<file path="config.mk">
export PLATFORM = sky130hd
export DESIGN_NAME = baud_gen_sync
export DESIGN_NICKNAME = d
export VERILOG_FILES = /design/src/rtl/brg_pkg.sv /design/src/rtl/brg_cfg_regs.sv /design/src/rtl/brg_src_sel.sv /design/src/rtl/brg_down_cnt.sv /design/src/rtl/brg_fsm.sv /design/src/rtl/baud_gen_sync.sv
export SDC_FILE = /design/constraint.sdc
export NUM_CORES = 1
export LEC_CHECK = 0
export BUFFER_PORTS_ARGS = -buffer_cell sky130_fd_sc_hd__buf_2
export CAP_MARGIN = 20
export CORE_MARGIN = 3
export CORE_UTILIZATION = 50
export DETAILED_ROUTE_END_ITERATION = 10
export PLACE_DENSITY = 0.71
export SETUP_SLACK_MARGIN = 0.02
export SYNTH_ARGS = -nofsm -noshare
export SYNTH_HDL_FRONTEND = slang
export SYNTH_SLANG_ARGS = --single-unit
</file>
<file path="constraint.sdc">
create_clock -name clk -period 4.9 [get_ports clk]
set_input_delay 0 -clock clk [delete_from_list [all_inputs] [get_ports clk]]
set_output_delay 0 -clock clk [all_outputs]
set_load 0.05 [all_outputs]
</file>
<file path="src/rtl/brg_pkg.sv">
package brg_pkg;
    typedef enum logic [1:0] {
        S_IDLE   = 2'd0,
        S_ARM    = 2'd1,
        S_RELOAD = 2'd2,
        S_COUNT  = 2'd3
    } brg_state_t;
endpackage

</file>
<file path="src/rtl/brg_cfg_regs.sv">
module brg_cfg_regs #(
    parameter int CNT_W = 16
) (
    input  logic             clk,
    input  logic             rst_n,
    input  logic             tc_we,
    input  logic [CNT_W-1:0] tc_wdata,
    input  logic             mode_we,
    input  logic             mode_src_pclk,
    input  logic             mode_xtal,
    input  logic             en_we,
    input  logic             en_wdata,
    output logic [CNT_W-1:0] tc_q,
    output logic             src_pclk_q,
    output logic             xtal_q,
    output logic             en_q
);
    always_ff @(posedge clk or negedge rst_n) begin
        if (!rst_n) begin
            tc_q       <= '0;
            src_pclk_q <= 1'b0;
            xtal_q     <= 1'b0;
            en_q       <= 1'b0;
        end else begin
            if (tc_we)   tc_q <= tc_wdata;
            if (mode_we) begin
                src_pclk_q <= mode_src_pclk;
                xtal_q     <= mode_xtal;
            end
            if (en_we)   en_q <= en_wdata;
        end
    end
endmodule

</file>
<file path="src/rtl/brg_src_sel.sv">
module brg_src_sel (
    input  logic src_pclk,
    input  logic xtal_sel,
    input  logic pin_tick,
    input  logic xtal_tick,
    output logic ce
);
    logic ext_tick;

    always_comb begin
        ext_tick = xtal_sel ? xtal_tick : pin_tick;
        ce       = src_pclk ? 1'b1 : ext_tick;
    end
endmodule

</file>
<file path="src/rtl/brg_down_cnt.sv">
module brg_down_cnt #(
    parameter int CNT_W = 16
) (
    input  logic             clk,
    input  logic             rst_n,
    input  logic             load,
    input  logic             dec,
    input  logic [CNT_W-1:0] tc,
    output logic [CNT_W-1:0] cnt,
    output logic             zero
);
    always_ff @(posedge clk or negedge rst_n) begin
        if (!rst_n)    cnt <= '0;
        else if (load) cnt <= tc;
        else if (dec)  cnt <= cnt - 1'b1;
    end

    assign zero = (cnt == '0);

    // the controller never asks for a decrement past zero
    a_r8_no_underflow: assert property (@(posedge clk) disable iff (!rst_n)
        dec |-> !zero);

    // a reload captures the time constant present at that edge
    a_r7_load_value: assert property (@(posedge clk) disable iff (!rst_n)
        load |=> cnt == $past(tc));
endmodule

</file>
<file path="src/rtl/brg_fsm.sv">
module brg_fsm
    import brg_pkg::*;
#(
    parameter int ARM_COUNTS = 2
) (
    input  logic clk,
    input  logic rst_n,
    input  logic en,
    input  logic ce,
    input  logic zero,
    output logic load,
    output logic dec,
    output logic baud_out
);
    localparam int ARM_W = (ARM_COUNTS > 1) ? $clog2(ARM_COUNTS) : 1;

    brg_state_t       state, state_nx;
    logic [ARM_W-1:0] arm_cnt;
    logic             arm_last;
    logic             tgl;

    assign arm_last = (arm_cnt == ARM_W'(ARM_COUNTS - 1));

    // state register
    always_ff @(posedge clk or negedge rst_n) begin
        if (!rst_n) state <= S_IDLE;
        else        state <= state_nx;
    end

    always_ff @(posedge clk or negedge rst_n) begin
        if (!rst_n)                    arm_cnt <= '0;
        else if (state_nx != S_ARM)    arm_cnt <= '0;
        else if (state == S_ARM && ce) arm_cnt <= arm_cnt + 1'b1;
    end

    // next state and strobes
    always_comb begin
        state_nx = state;
        load     = 1'b0;
        dec      = 1'b0;
        tgl      = 1'b0;
        unique case (state)
            S_IDLE:   if (en) state_nx = S_ARM;
            S_ARM:    if (ce && arm_last) state_nx = S_RELOAD;
            S_RELOAD: if (ce) begin
                load     = 1'b1;
                state_nx = S_COUNT;
            end
            S_COUNT:  if (ce) begin
                if (zero) begin
                    tgl      = 1'b1;
                    state_nx = S_RELOAD;
                end else begin
                    dec = 1'b1;
                end
            end
        endcase
        if (!en) begin
            state_nx = S_IDLE;
            load     = 1'b0;
            dec      = 1'b0;
            tgl      = 1'b0;
        end
    end

    // output register
    always_ff @(posedge clk or negedge rst_n) begin
        if (!rst_n)   baud_out <= 1'b0;
        else if (tgl) baud_out <= ~baud_out;
    end

    // a set enable always leaves IDLE through ARM
    a_r5_arm_entry: assert property (@(posedge clk) disable iff (!rst_n)
        (state == S_IDLE && en) |=> state == S_ARM);

    // a cleared enable parks the machine at the next edge
    a_r6_disable_idle: assert property (@(posedge clk) disable iff (!rst_n)
        !en |=> state == S_IDLE);

    // the output never moves while the machine is idle
    a_r6_idle_holds: assert property (@(posedge clk) disable iff (!rst_n)
        (state == S_IDLE) |=> $stable(baud_out));
endmodule

</file>
<file path="src/rtl/baud_gen_sync.sv">
module baud_gen_sync #(
    parameter int CNT_W      = 16,
    parameter int ARM_COUNTS = 2
) (
    input  logic             clk,
    input  logic             rst_n,
    input  logic             tc_we,
    input  logic [CNT_W-1:0] tc_wdata,
    input  logic             mode_we,
    input  logic             mode_src_pclk,
    input  logic             mode_xtal,
    input  logic             en_we,
    input  logic             en_wdata,
    input  logic             pin_tick,
    input  logic             xtal_tick,
    output logic             baud_out
);
    logic [CNT_W-1:0] tc_q;
    logic [CNT_W-1:0] cnt;
    logic             src_pclk_q, xtal_q, en_q;
    logic             ce, zero, load, dec;

    brg_cfg_regs #(.CNT_W(CNT_W)) u_cfg (
        .clk          (clk),
        .rst_n        (rst_n),
        .tc_we        (tc_we),
        .tc_wdata     (tc_wdata),
        .mode_we      (mode_we),
        .mode_src_pclk(mode_src_pclk),
        .mode_xtal    (mode_xtal),
        .en_we        (en_we),
        .en_wdata     (en_wdata),
        .tc_q         (tc_q),
        .src_pclk_q   (src_pclk_q),
        .xtal_q       (xtal_q),
        .en_q         (en_q)
    );

    brg_src_sel u_src (
        .src_pclk (src_pclk_q),
        .xtal_sel (xtal_q),
        .pin_tick (pin_tick),
        .xtal_tick(xtal_tick),
        .ce       (ce)
    );

    brg_down_cnt #(.CNT_W(CNT_W)) u_cnt (
        .clk  (clk),
        .rst_n(rst_n),
        .load (load),
        .dec  (dec),
        .tc   (tc_q),
        .cnt  (cnt),
        .zero (zero)
    );

    brg_fsm #(.ARM_COUNTS(ARM_COUNTS)) u_fsm (
        .clk     (clk),
        .rst_n   (rst_n),
        .en      (en_q),
        .ce      (ce),
        .zero    (zero),
        .load    (load),
        .dec     (dec),
        .baud_out(baud_out)
    );

    // no count from the selected source means a frozen counter
    a_r2_hold_without_count: assert property (@(posedge clk) disable iff (!rst_n)
        !ce |=> $stable(cnt));

    // with the enable register clear the output holds its level
    a_r6_hold_when_off: assert property (@(posedge clk) disable iff (!rst_n)
        !en_q |=> $stable(baud_out));

    // an output change follows a count taken at zero
    a_r8_toggle_at_zero: assert property (@(posedge clk) disable iff (!rst_n)
        !$stable(baud_out) |-> $past(ce && zero));
endmodule

</file>
* Word-level counts from Yosys, hierarchy flattened
Index checks and enable logic that the tools add are counted.
W data, S select, Z words.
** Word-level totals
- Register bits :: 39
- Bits of input ports :: 26
** Operators by class
- Bitwise operators :: 1
- Equality and inequality tests :: 4
- Multiplexer cells :: 23
- Reductions and logical operators :: 6
- Add/subtract/negate cells :: 2
** Operators with widths (count)
- $mux W16 :: 2
- $logic_not A16 Y1 :: 1
- $sub A16 B1 Y16 const B :: 1
- $mux W1 :: 15
- $mux W2 :: 5
- $pmux W2 S4 :: 1
- $eq A2 B2 Y1 const B :: 2
- $reduce_bool A2 Y1 :: 2
- $eq A2 B1 Y1 const B :: 1
- $logic_and A1 B1 Y1 :: 2
- $logic_not A2 Y1 :: 1
- $ne A2 B1 Y1 const B :: 1
- $add A1 B1 Y1 const B :: 1
- $not A1 Y1 :: 1

* Depth between registers and ports, before layout
- Depth after elaboration :: 8
- Depth in mapped cells :: 8
- Gate-level depth less buffers :: 7

* Hierarchy
A second synthesis with hierarchy kept.
** Second synthesis, totals
- Cell total of the unflattened synthesis :: 172
- Area, all modules :: 1995.7 um2
** Modules (own cells, without submodules)
- brg_down_cnt :: instances 1, cells an instance 111, area each 1028.5 um2
- brg_cfg_regs :: instances 1, cells an instance 40, area each 758.2 um2
- brg_fsm :: instances 1, cells an instance 19, area each 193.9 um2
- brg_src_sel :: instances 1, cells an instance 2, area each 15.0 um2

* Worst setup path after synthesis
OpenSTA, ideal clock, no wires.
- Path type :: flip-flop to flip-flop
- Start point :: register u_cnt.cnt[0]
- End point :: register u_cnt.cnt[6]
- Buffers on the path :: 1
- Cell stages (with the launch flop) :: 9
- Arrival :: 1.940 ns
- Clock period less this slack :: 2.066 ns
- Setup slack :: 2.834 ns
- Path through :: dfrtp_1 > inv_1 > ha_1 > nor3b_1 > nand4_2 > and3_1 > buf_6 > mux2_4 > a221o_1
** On the way
- Cells in the longest elaborated chain, start to end :: 6
** RTL lines
- start: declaration :: RTL line brg_down_cnt.sv:9 : output logic [CNT_W-1:0] cnt,
- start signal: assignment :: RTL line brg_down_cnt.sv:14 : else if (load) cnt <= tc;
- start signal: assignment :: RTL line brg_down_cnt.sv:15 : else if (dec) cnt <= cnt - 1'b1;
- parallel branches: the longest is 6 deep, another holds $sub A16 B1 Y16
Parallel ways; which one is timed is not known. The select of a mux whose other input is x is not followed.
A chain may end at the register's enable or synchronous reset.

* Final worst setup path
Ends and elaborated chain as after synthesis.

==> results by group <==
Status
  – Status: completed

Synth
  – Cell Area, Synth: 1996 um^2
  – Netlist cell types: 51
  – FF+latch count, synth: 39
  – Post-synthesis sequential area ratio: 48.90%
  – Mapped Nets: 206
  – Synth Instances: 179
  – Syn avg cell area: 11.15 um^2
  – Yosys warning total: 0

Cells and area
  – Layout fillers: 299
  – Final net count: 257
  – Layout cells sized above 1: 24.24%
  – Fin cells: 279
  – Antenna cells: 0
  – Commonest non-fill, non-tap cells in the layout: dfrtp_1, buf_2, dlygate4sd3_1
  – Area growth, synth to finish: 25.20%
  – Commonest non-fill, non-tap cell in the layout: dfrtp_1

Critical path
  – Crit-path max FO: 9
  – CP peak stage delay: 0.39 ns
  – CP Launch Type: register
  – Critical path data required time: 5.08 ns
  – Critical path depth: 7
  – Worst Reg-to-Reg Cells: 7
  – Crit path cell chain: inv_1 -> ha_1 -> nor3b_1 -> nand4_2 -> and3_1 -> mux2_4 -> a221o_1
  – CP delay by family, top: simple AND/OR/NAND/NOR gates
  – CP bufs+invs: 1
  – Slowest CP cell: dfrtp_1
  – Crit. End Element: register
  – Setup CP Type: reg2reg
  – Worst Path Arrival: 2.49 ns

Timing
  – Fin. Hold Viols: 0
  – Tmin final: 2.307 ns
  – Min Hold Slack: 0.1546 ns
  – RSZ-0062 raised after global routing: no
  – Final setup margin: 2.593 ns
  – Post-route setup TNS: 0 ns
  – Rel. slew slack: 35.06%
  – Fmax: 433.5 MHz
  – # setup viols final: 0
  – Tcrit/Tclk final: 47.07%
  – Worst-margin pin slew: 0.9676 ns
  – Fin. max-slew vios: 0
  – Setup Skew: 0.005174 ns

Die
  – Initial core utilization: 53.31%
  – Row cnt: 22
  – Die width: 69.18 um
  – IO Count: 27
  – Core ar.: 3744 um^2
  – Die area: 4785 um^2
  – Die height: 69.18 um

CTS
  – CTS tree: built
  – Htree depth: 2
  – Buffer levels on the longest clock path: 2
  – Clk sinks: 39
  – Clock latency at the later pin of the worst-skew pair: 0.29 ns
  – Reg clk slew, reported paths: 0.07 ns
  – CTS Buf Count: 5
  – CTS Root Cell: clkbuf_8

Pwr
  – Leakage: 1.083 nW
  – VDD IR max: 231.6 uV
  – Pwr/cell area: 405.6 nW/um^2

Hold path
  – Min-Delay Path Class: in2reg
  – Worst hold stages: 3

Routing
  – WL met1: 1.890 mm
  – Routed via count: 1,581
  – Max layer used: met4
  – Post-DRT Antenna Nets: 0
  – Via-to-Cell Ratio: 5.667
  – Routed wl met3: 160 um
  – 1st-iter DRT viols: 72
  – Total Wirelength: 4.130 mm
  – Remaining DRCs: 0
  – WL/cell: 14.80 um
  – 1st-pass router iterations: 4
  – Met2 wire length: 2.020 mm

GRT
  – Largest net degree at the start of global routing: 40
  – Antenna violations before repair: 0
  – Vias in the first global route: 1,611
  – First-pass GRT wire length: 7.196 mm
  – Overall routing resource usage: 18.56%
  – Grt ovf: 0

Placement
  – Gpl congestion: 0.8535
  – I/O Buffers: 26
  – DP Wirelength: 2.794 mm
  – Post-Place Worst Slack: 2.515 ns
  – Cells after DPL: 246

Run
  – Max cap viols: 0
[worst paths after layout]
path	from	endpoint	slack (ns)
max	u_cnt.cnt[0]$_DFFE_PN0P_	u_cnt.cnt[6]$_DFFE_PN0P_	2.59
min	tc_we	u_cfg.tc_q[10]$_DFFE_PN0P_	0.15
max reg2reg	u_cnt.cnt[0]$_DFFE_PN0P_	u_cnt.cnt[6]$_DFFE_PN0P_	2.59
min reg2reg	u_fsm.baud_out$_DFFE_PN0P_	u_fsm.baud_out$_DFFE_PN0P_	0.49
max in group asynchronous	rst_n	u_cfg.tc_q[3]$_DFFE_PN0P_	4.02
min in group asynchronous	rst_n	u_cnt.cnt[15]$_DFFE_PN0P_	0.35
[kinds of logic (layout without fill, tap and decap cells)]
kind of cell | after synthesis | count (layout) | synth area share (%)
simple gates | 62 | 62 | 19.87
compound gates | 39 | 39 | 14.23
flops | 39 | 39 | 48.90
mux | 22 | 22 | 12.41
buf+inv | 14 | 66 | 3.072
xor+xnor | 2 | 2 | 0.8779
fa+ha+maj | 1 | 1 | 0.6269
[what timing repair did]
| item | 4_1_cts | 5_1_grt |
|---|---|---|
| hold buffers | 24 | 0 |
| setup buffers | 0 | 0 |
| gates resized for setup | 0 | 0 |
| hold endpoints to repair | 58 | 0 |
[routing by layer]
metal | global-route usage [%] | vias up
li1 | - | 782
met1 | 23.50 | 762
met2 | 30.61 | 31
met3 | 4.928 | 6
met4 | 6.508 | 0
met5 | 0 | -
[area by class of cell]
| type | count | area [um^2] | area share [%] |
|---|---|---|---|
| multi-input combinational | 126 | 958.4 | 38.36 |
| timing repair buffer | 51 | 377.9 | 15.12 |
| clock buffer | 8 | 100.1 | 4.006 |
| inverter | 7 | 26.28 | 1.052 |
| tap | 48 | 60.06 | 2.404 |
| sequential | 39 | 975.9 | 39.06 |
[worst reg2reg max path: cells and delay by family (launching register included)]
| kind | cells | cell delay (ns) |
|---|---|---|
| AOI/OAI and AO/OA | 1 | 0.29 |
| adders and majority gates | 1 | 0.21 |
| buffers and inverters | 1 | 0.10 |
| DFF | 1 | 0.39 |
| muxes | 1 | 0.35 |
| and+or+nand+nor | 3 | 0.88 |
[sequential cells by signal, indices dropped and copies added, names as in the netlist]
register / cells
u_cfg.tc_q: 16
u_cnt.cnt: 16
u_fsm.state: 2
u_cfg.en_q: 1
u_cfg.src_pclk_q: 1
u_cfg.xtal_q: 1
u_fsm.arm_cnt: 1
u_fsm.baud_out: 1
[Yosys cell counts, drive strengths merged]
cell type,instances,share of area (%)
inv,7,1.3
a221o,2,1.0
a222oi,1,0.50
nor4,4,2.3
buf,2,0.81
or4,5,2.4
nor3b,1,0.38
o211ai,3,1.1
nand2,21,4.0
mux2,19,11
o221ai,1,0.44
dfrtp,39,49
o21ai,8,2.2
nand3,4,1.0
mux2i,3,1.5
and3,2,0.63
nor3,10,3.3
and4b,1,0.50
and3b,2,0.88
a21o,1,0.38
o311a,1,0.50
a21boi,2,0.75
o311ai,3,1.3
o31a,1,0.44
nand4,2,1.7
ha,1,0.63
a32o,1,0.50
clkbuf,5,0.94
nor2,4,0.75
a31oi,3,0.94
a21oi,5,1.4
nand2b,2,0.63
or3,3,1.0
nand3b,1,0.38
a211o,3,1.3
o22ai,3,0.94
a2bb2oi,1,0.44
xnor2,2,0.88
[stage by stage]
stage	cell area, um^2	util [%]	power, mW
floorplan	1996	-	0.6961
CTS	2491	66.54	1.021
global route	2499	66.74	1.079
finish	2499	66.74	1.013
global placement	2151	57.45	0.7476
detailed placement	2151	57.45	0.7658
[report_power, final]
part	internal, mW	switching, mW	total [mW]
clock	0.128	0.108	0.236
sequential	0.403	0.116	0.519
combinational	0.147	0.111	0.258
Note: power is estimated with default switching activity, not from simulation.
